**config.mk**
```make
export PLATFORM = sky130hd
export DESIGN_NAME = sysctl_cop
export DESIGN_NICKNAME = d
export VERILOG_FILES = /design/src/rtl/sysctl_cop_pkg.sv /design/src/rtl/sysctl_cop_decode.sv /design/src/rtl/sysctl_cop_ctrlreg.sv /design/src/rtl/sysctl_cop_rdpath.sv /design/src/rtl/sysctl_cop.sv
export SDC_FILE = /design/constraint.sdc
export NUM_CORES = 1
export LEC_CHECK = 0
export BUFFER_PORTS_ARGS = -buffer_cell sky130_fd_sc_hd__buf_4
export CAP_MARGIN = 20
export CELL_PAD_IN_SITES_DETAIL_PLACEMENT = 0
export CELL_PAD_IN_SITES_GLOBAL_PLACEMENT = 2
export CORE_MARGIN = 1.5
export CORE_UTILIZATION = 29
export CTS_BUF_LIST = sky130_fd_sc_hd__clkbuf_4 sky130_fd_sc_hd__clkbuf_8 sky130_fd_sc_hd__clkbuf_16
export CTS_CLUSTER_DIAMETER = 120
export DETAILED_ROUTE_END_ITERATION = 16
export GPL_TIMING_DRIVEN = 0
export PLACE_DENSITY_LB_ADDON = 0.1
export SYNTH_ARGS = -nofsm -noshare
export SYNTH_HDL_FRONTEND = slang
export SYNTH_HIERARCHICAL = 1
export SYNTH_SLANG_ARGS = --single-unit
```
**constraint.sdc**
```tcl
create_clock -name clk_i -period 3.8 [get_ports clk_i]
set_input_delay 0.38 -clock clk_i [delete_from_list [all_inputs] [get_ports clk_i]]
set_output_delay 0.38 -clock clk_i [all_outputs]
set_load 0.005 [all_outputs]
```
**src/rtl/sysctl_cop_pkg.sv**
```systemverilog
package sysctl_cop_pkg;

    localparam int unsigned WORD_W = 32;
    localparam int unsigned REG_W  = 4;
    localparam int unsigned OP_W   = 3;

    // bit positions of the control register that hold state
    localparam int unsigned BIT_MMU   = 0;
    localparam int unsigned BIT_BEND  = 7;
    localparam int unsigned BIT_HIVEC = 13;

    localparam logic [REG_W-1:0] FLAGS_DEST = 4'd15;

    typedef enum logic [1:0] {
        TGT_NONE,
        TGT_ID,
        TGT_CTYPE,
        TGT_CTRL
    } cop_tgt_e;

    typedef struct packed {
        logic        rd;
        logic        wr_ctrl;
        logic        trap;
        logic        to_flags;
        cop_tgt_e    tgt;
    } cop_dec_t;

    typedef struct packed {
        logic              reg_we;
        logic              flags_we;
        logic              undef;
        logic [WORD_W-1:0] rdata;
    } cop_rsp_t;

endpackage

```
**src/rtl/sysctl_cop_decode.sv**
```systemverilog
module sysctl_cop_decode
    import sysctl_cop_pkg::*;
(
    input  logic             req_i,
    input  logic             is_read_i,
    input  logic [REG_W-1:0] crn_i,
    input  logic [REG_W-1:0] crm_i,
    input  logic [OP_W-1:0]  op1_i,
    input  logic [OP_W-1:0]  op2_i,
    input  logic             priv_i,
    input  logic [REG_W-1:0] dest_idx_i,
    output cop_dec_t         dec_o
);

    logic ok;
    logic ctrl_sel;

    always_comb begin
        ok       = req_i && priv_i;
        ctrl_sel = (crn_i == REG_W'(1)) && (crm_i == '0)
                   && (op1_i == '0) && (op2_i == '0);

        dec_o          = '0;
        dec_o.tgt      = TGT_NONE;
        if (crn_i == '0) begin
            dec_o.tgt = (op2_i == OP_W'(1)) ? TGT_CTYPE : TGT_ID;
        end else if (ctrl_sel) begin
            dec_o.tgt = TGT_CTRL;
        end
        dec_o.trap     = req_i && !priv_i;
        dec_o.rd       = ok && is_read_i;
        dec_o.wr_ctrl  = ok && !is_read_i && (dec_o.tgt == TGT_CTRL);
        dec_o.to_flags = dest_idx_i == FLAGS_DEST;
    end

endmodule

```
**src/rtl/sysctl_cop_ctrlreg.sv**
```systemverilog
module sysctl_cop_ctrlreg
    import sysctl_cop_pkg::*;
(
    input  logic              clk_i,
    input  logic              rst_ni,
    input  logic              vec_hi_strap_i,
    input  logic              we_i,
    input  logic [WORD_W-1:0] wdata_i,
    output logic [WORD_W-1:0] ctrl_o
);

    localparam logic [WORD_W-1:0] DEF_MASK =
        (WORD_W'(1) << BIT_MMU) | (WORD_W'(1) << BIT_BEND) | (WORD_W'(1) << BIT_HIVEC);

    logic [WORD_W-1:0] ctrl_d, ctrl_q;

    always_comb begin
        ctrl_d = ctrl_q;
        if (we_i) begin
            ctrl_d = wdata_i & DEF_MASK;
        end
    end

    always_ff @(posedge clk_i) begin
        if (!rst_ni) begin
            ctrl_q            <= '0;
            ctrl_q[BIT_HIVEC] <= vec_hi_strap_i;
        end else begin
            ctrl_q <= ctrl_d;
        end
    end

    assign ctrl_o = ctrl_q;


    hold_without_write_chk: assert property (@(posedge clk_i) disable iff (!rst_ni)
        !we_i |=> $stable(ctrl_q));


    reserved_zero_chk: assert property (@(posedge clk_i) disable iff (!rst_ni)
        we_i |=> ((ctrl_q & ~DEF_MASK) == '0));

endmodule

```
**src/rtl/sysctl_cop_rdpath.sv**
```systemverilog
module sysctl_cop_rdpath
    import sysctl_cop_pkg::*;
#(
    parameter logic [WORD_W-1:0] ID_CODE    = 32'hA5C0_0013,
    parameter logic [WORD_W-1:0] CACHE_TYPE = 32'h0D17_2192
) (
    input  logic              clk_i,
    input  logic              rst_ni,
    input  cop_dec_t          dec_i,
    input  logic [WORD_W-1:0] ctrl_i,
    output cop_rsp_t          rsp_o
);

    cop_rsp_t          rsp_d, rsp_q;
    logic [WORD_W-1:0] sel_word;

    always_comb begin
        unique case (dec_i.tgt)
            TGT_ID:    sel_word = ID_CODE;
            TGT_CTYPE: sel_word = CACHE_TYPE;
            TGT_CTRL:  sel_word = ctrl_i;
            default:   sel_word = '0;
        endcase

        rsp_d          = rsp_q;
        rsp_d.reg_we   = dec_i.rd && !dec_i.to_flags;
        rsp_d.flags_we = dec_i.rd && dec_i.to_flags;
        rsp_d.undef    = dec_i.trap;
        if (dec_i.rd) begin
            rsp_d.rdata = sel_word;
        end
    end

    always_ff @(posedge clk_i) begin
        if (!rst_ni) begin
            rsp_q <= '0;
        end else begin
            rsp_q <= rsp_d;
        end
    end

    assign rsp_o = rsp_q;


    one_strobe_chk: assert property (@(posedge clk_i) disable iff (!rst_ni)
        $onehot0({rsp_q.reg_we, rsp_q.flags_we, rsp_q.undef}));


    ctype_select_chk: assert property (@(posedge clk_i) disable iff (!rst_ni)
        (dec_i.rd && dec_i.tgt == TGT_CTYPE) |=> (rsp_q.rdata == CACHE_TYPE));

endmodule

```
**src/rtl/sysctl_cop.sv**
```systemverilog
module sysctl_cop
    import sysctl_cop_pkg::*;
#(
    parameter logic [31:0] ID_CODE    = 32'hA5C0_0013,
    parameter logic [31:0] CACHE_TYPE = 32'h0D17_2192
) (
    input  logic        clk_i,
    input  logic        rst_ni,
    input  logic        vec_hi_strap_i,
    input  logic        req_i,
    input  logic        is_read_i,
    input  logic [3:0]  crn_i,
    input  logic [3:0]  crm_i,
    input  logic [2:0]  op1_i,
    input  logic [2:0]  op2_i,
    input  logic        priv_i,
    input  logic [3:0]  dest_idx_i,
    input  logic [31:0] wdata_i,
    output logic        reg_we_o,
    output logic [31:0] rdata_o,
    output logic        flags_we_o,
    output logic [3:0]  flags_o,
    output logic        undef_o,
    output logic        mmu_en_o,
    output logic        big_endian_o,
    output logic        hivec_o
);

    cop_dec_t          dec;
    cop_rsp_t          rsp;
    logic [WORD_W-1:0] ctrl;

    sysctl_cop_decode u_decode (
        .req_i      (req_i),
        .is_read_i  (is_read_i),
        .crn_i      (crn_i),
        .crm_i      (crm_i),
        .op1_i      (op1_i),
        .op2_i      (op2_i),
        .priv_i     (priv_i),
        .dest_idx_i (dest_idx_i),
        .dec_o      (dec)
    );

    sysctl_cop_ctrlreg u_ctrlreg (
        .clk_i          (clk_i),
        .rst_ni         (rst_ni),
        .vec_hi_strap_i (vec_hi_strap_i),
        .we_i           (dec.wr_ctrl),
        .wdata_i        (wdata_i),
        .ctrl_o         (ctrl)
    );

    sysctl_cop_rdpath #(
        .ID_CODE    (ID_CODE),
        .CACHE_TYPE (CACHE_TYPE)
    ) u_rdpath (
        .clk_i  (clk_i),
        .rst_ni (rst_ni),
        .dec_i  (dec),
        .ctrl_i (ctrl),
        .rsp_o  (rsp)
    );

    assign reg_we_o     = rsp.reg_we;
    assign rdata_o      = rsp.rdata;
    assign flags_we_o   = rsp.flags_we;
    assign flags_o      = rsp.rdata[WORD_W-1 -: 4];
    assign undef_o      = rsp.undef;
    assign mmu_en_o     = ctrl[BIT_MMU];
    assign big_endian_o = ctrl[BIT_BEND];
    assign hivec_o      = ctrl[BIT_HIVEC];


    user_trap_chk: assert property (@(posedge clk_i) disable iff (!rst_ni)
        (req_i && !priv_i) |=> (undef_o && !reg_we_o && !flags_we_o));


    user_no_state_chk: assert property (@(posedge clk_i) disable iff (!rst_ni)
        (req_i && !priv_i) |=> ($stable(mmu_en_o) && $stable(big_endian_o) && $stable(hivec_o)));


    flags_route_chk: assert property (@(posedge clk_i) disable iff (!rst_ni)
        (req_i && priv_i && is_read_i && dest_idx_i == 4'd15) |=> (flags_we_o && !reg_we_o));


    write_silent_chk: assert property (@(posedge clk_i) disable iff (!rst_ni)
        (req_i && priv_i && !is_read_i) |=> (!reg_we_o && !flags_we_o && !undef_o));

endmodule

```
* Yosys cells after proc, flatten, opt, wreduce, memory -nomap -nowiden
Index checks and enable logic that the tools add are counted.
Operators by class: multiplexer cells 6, reduce and logical (&&, ||, !) cells 17, equal/unequal tests 7
Operator list (count):
- $pmux 32 s3 | 1
- $mux 14 | 2
- $logic_and 1x1->1 | 10
- $logic_not 4->1 | 2
- $logic_not 3->1 | 2
- $mux 2 | 3
- $eq 2x2->1 const B | 2
- $eq 4x1->1 const B | 1
- $eq 4x4->1 const B | 1
- $eq 3x1->1 const B | 1
- $logic_not 1->1 | 3
- $eq 2x1->1 const B | 1
- $ne 2x1->1 const B | 1
Storage, ports and cells: output and inout port bits 42, register bits after elaboration 38, logic and storage cells 36, bits of input ports 56

* Depth between registers and ports, before layout
word-level depth 10, mapped depth 9, gate-level depth less buffers 6

* By module
Netlist, hierarchy kept.
By module, submodules not included:
- sysctl_cop_rdpath | seq. area each 700.7 um^2, times used 1, cells each 166, area an instance 1606.5 um^2
- sysctl_cop_ctrlreg | seq. area each 70.1 um^2, times used 1, cells each 41, area an instance 344.1 um^2
- sysctl_cop_decode | seq. area each 0.0 um^2, times used 1, cells each 16, area an instance 137.6 um^2
- sysctl_cop | seq. area each 0.0 um^2, times used 1, cells each 4, area an instance 30.0 um^2

* Worst setup path after synthesis
OpenSTA, ideal clock, no wires.
path kind in2reg, start input crm_i[1], end register u_rdpath.rsp_q, in the netlist u_rdpath/rsp_o[4], path slack 2.082 ns, path buffers 1, setup time 0.126 ns, required time 3.674 ns, stages on the path 7, arrival 1.593 ns, path through nor4b_4 -> nand3_1 -> a221oi_1 -> buf_2 -> nand2_1 -> nor2_1 -> o21ai_0
RTL lines:
- from (decl) | RTL line sysctl_cop.sv:13 | input logic [3:0] crm_i,
- to (signal assigned) | RTL line sysctl_cop_rdpath.sv:38 | rsp_q <= rsp_d;
- to (decl) | RTL line sysctl_cop_rdpath.sv:14 | cop_rsp_t rsp_d, rsp_q;

==> flow_summary.json <==
{
  "synth_cell_types": 36,
  "antenna_found_initial": 0,
  "drt-wirelength-per-cell_um": 10.42,
  "synth_cells": 227,
  "synth-seq-cells": 38,
  "drc": 0,
  "n_antenna_cell": 0,
  "crit_chain": "buf_4 > nor4_4 > nand3_1 > a221oi_1 > buf_2 > o211ai_1 > o21ai_0",
  "synth_area_leader_cell": "dfxtp_1",
  "critPathLaunchType": "input port",
  "port_buffers": 68,
  "regArea_um2": 770.7,
  "post_cts_buffers": 0,
  "critPathLaunch": "crm_i[2]",
  "end_kind": "register",
  "critical_path_class": "in -> reg",
  "synth-xor-area-share_pct": 0,
  "grt_first_pass_wirelength_um": 7293,
  "outcome": "finished, final reports clean",
  "synthAdderAreaFrac_pct": 0,
  "max_stage_delay_ns": 0.44,
  "start_util_pct": 30.50,
  "cts_tree": "yes",
  "irDropWorstVdd_mv": 0.1305,
  "postCtsResizedCells": 0,
  "p_leak_nw": 1.321,
  "slew_viol_final": 0,
  "drv_cap": 0,
  "cp.required_ns": 4.02,
  "r2r_end": "u_rdpath/rsp_o[13]",
  "die-height_um": 88.47,
  "io_pins": 98,
  "clk_pin_slew_ns": 0.09,
  "cts_buffer_depth": 2,
  "p_per_area_nw_per_um2": 264.4,
  "vias_per_cell": 3.930,
  "die-area_um2": 7826,
  "placed_cells": 419,
  "multiInputGateArea_um2": 1017,
  "routed_wl_um": 4449,
  "post-place-ws_ns": 1.569,
  "crit_buf_inv": 2,
  "timing.final.crit_share_pct": 49.69,
  "worstPathArrival_ns": 2.10,
  "yosys_warnings": 6,
  "firstDrtPassIters": 4,
  "root_buffer": "clkbuf_8",
  "path_depth": 7,
  "tns_ns": 0,
  "first_iter_violations": 20,
  "finalCriticalPeriod_ns": 1.888,
  "setup_ws_ns": 1.912,
  "yosysTopAreaCellShare_pct": 34.97,
  "hpwl_um": 3321,
  "cp-endpoint": "u_rdpath/rsp_o[1]",
  "synth_area_um2": 2118,
  "holdCritPathClass": "in -> reg",
  "finalNetCount": 386,
  "synth-simple-area-share_pct": 24.93,
  "cts.htree.levels": 2,
  "synth-compound-area-share_pct": 17.01,
  "path_delay_family": "compound AO/OA/AOI/OAI gates",
  "route.vias.total": 1678,
  "clock_skew_ns": 0.009759,
  "syn_area_per_cell_um2": 9.332,
  "synth_top_family_by_area": "simple AND/OR/NAND/NOR gates",
  "setup_viol": 0,
  "ant_nets": 0,
  "clock-sinks": 38,
  "layout-drive-gt1-share_pct": 43.20,
  "fill_cells": 745,
  "ys_top_cells_by_area": "dfxtp_1 35%, buf_4 12%, a21boi_2 5.3%",
  "overflow": 0,
  "hold_viol_final": 0,
  "grt_pass1_vias": 1539,
  "rr_worst_depth": 3,
  "globalplace.congestion": 0.6619,
  "die_w_um": 88.47,
  "fin_cells": 427,
  "synthToLayoutAreaGrowth_pct": 38.98,
  "timing.rr.start": "u_ctrlreg/ctrl_o[13]",
  "grt_max_degree": 14,
  "yosys-mux-area-fraction_pct": 0.9451,
  "fmaxAchievable_mhz": 529.6,
  "cp_max_fo": 10,
  "coreArea_um2": 6944,
  "cts_inserted_buffers": 5,
  "grt_usage_pct": 12.34,
  "row_count": 30,
  "cts_hold_buffers": 0,
  "rsz0062_at_grt": "false",
  "reg2reg_slack_ns": 3.01,
  "crit_slowest_cell": "a221oi_1",
  "seq_area_frac_synth_pct": 36.39,
  "clock_latency_ns": 0.29
}
-- how the worst min path moves through the flow --
| stage | start | end | slack (ns) | cells past startpoint |
|---|---|---|---|---|
| floorplan | u_rdpath/rsp_o[25] | u_rdpath/rsp_o[25] | 0.46 | 2 |
| global placement | u_rdpath/rsp_o[3] | u_rdpath/rsp_o[3] | 0.46 | 2 |
| detailed placement | u_rdpath/rsp_o[2] | u_rdpath/rsp_o[2] | 0.47 | 2 |
| CTS | wdata_i[7] | u_ctrlreg/ctrl_o[7] | 0.32 | 3 |
| global route | wdata_i[7] | u_ctrlreg/ctrl_o[7] | 0.33 | 3 |
| finish | rst_ni | u_ctrlreg/ctrl_o[7] | 0.33 | 2 |
-- power by group --
part           total (mW)  switching (mW)  internal, mW
Sequential          0.403         0.00122         0.402
Combinational      0.0926          0.0361        0.0565
Clock               0.283           0.154         0.129
-- cells in the mapped netlist (all sizes together) --
cell type / count
nand2: 5
edfxtp: 1
and4: 1
a31oi: 1
or3: 1
a221oi: 1
dfxtp: 37
inv: 15
nor2: 6
nor4b: 1
buf: 42
nand3b: 4
o21ai: 5
clkbuf: 3
nor2b: 17
bufbuf: 1
and2: 2
nor4: 3
a21boi: 15
nand3: 17
a21oi: 13
o211ai: 1
mux2i: 2
conb: 1
nand2b: 16
and3: 2
nand4b: 1
o21a: 13
-- registers in the layout, summed over array words and instances, names as in the netlist --
| name | cells |
|---|---|
| u_rdpath/rsp_o | 35 |
| u_ctrlreg/ctrl_o | 3 |
-- through the flow --
step	hold WS (ns)	utilization [%]	power, mW	instance area (um^2)
floorplan	0.4607	-	0.4689	2223
global placement	0.4584	41.10	0.5050	2854
detailed placement	0.4668	41.10	0.5058	2854
CTS	0.3232	42.40	0.8006	2944
global route	0.3310	42.40	0.8291	2944
finish	0.3342	42.40	0.7784	2944
-- cell families (layout without fill, tap and decap cells) --
| logic type | count (synthesis) | after routing |
|---|---|---|
| AND/OR/NAND/NOR | 76 | 76 |
| buffers and inverters | 61 | 137 |
| multiplexers | 2 | 2 |
| AO/OA/AOI/OAI | 49 | 49 |
| flip-flops | 38 | 38 |
| other | 1 | 29 |
-- final cells by class --
type | instances | share of cell area [%]
Multi-Input combinational cell | 156 | 34.55
Sequential cell | 38 | 26.18
Timing Repair Buffer | 68 | 17.34
Buffer | 46 | 12.88
Tap cell | 96 | 4.080
Clock buffer | 5 | 2.337
Inverter | 15 | 1.912
Clock inverter | 3 | 0.7225
-- cell usage in the layout, fill, tap and decap left out, types with 2 or more instances in the layout --
master,n
buf_4,101
dfxtp_1,37
conb_1,29
nor2b_1,17
nand2b_1,16
inv_1,15
a21oi_1,13
o21a_1,13
nand3_2,10
a21boi_2,10
nand3_1,7
nor2_1,6
clkbuf_8,5
o21ai_0,5
nand2_1,5
buf_2,5
a21boi_1,5
nand3b_1,4
clkbuf_1,3
mux2i_1,2
and3_1,2
buf_6,2
buf_12,2
-- layer usage --
layer  up-vias  wire (um)  global-route usage [%]
met5         -          0                       0
met4         0         58                   3.835
met3         6        336                   4.757
met2        52       1926                   19.78
met1       724       2128                   15.34
li1        896          -                       -
Power figures use the tool's default switching activity.
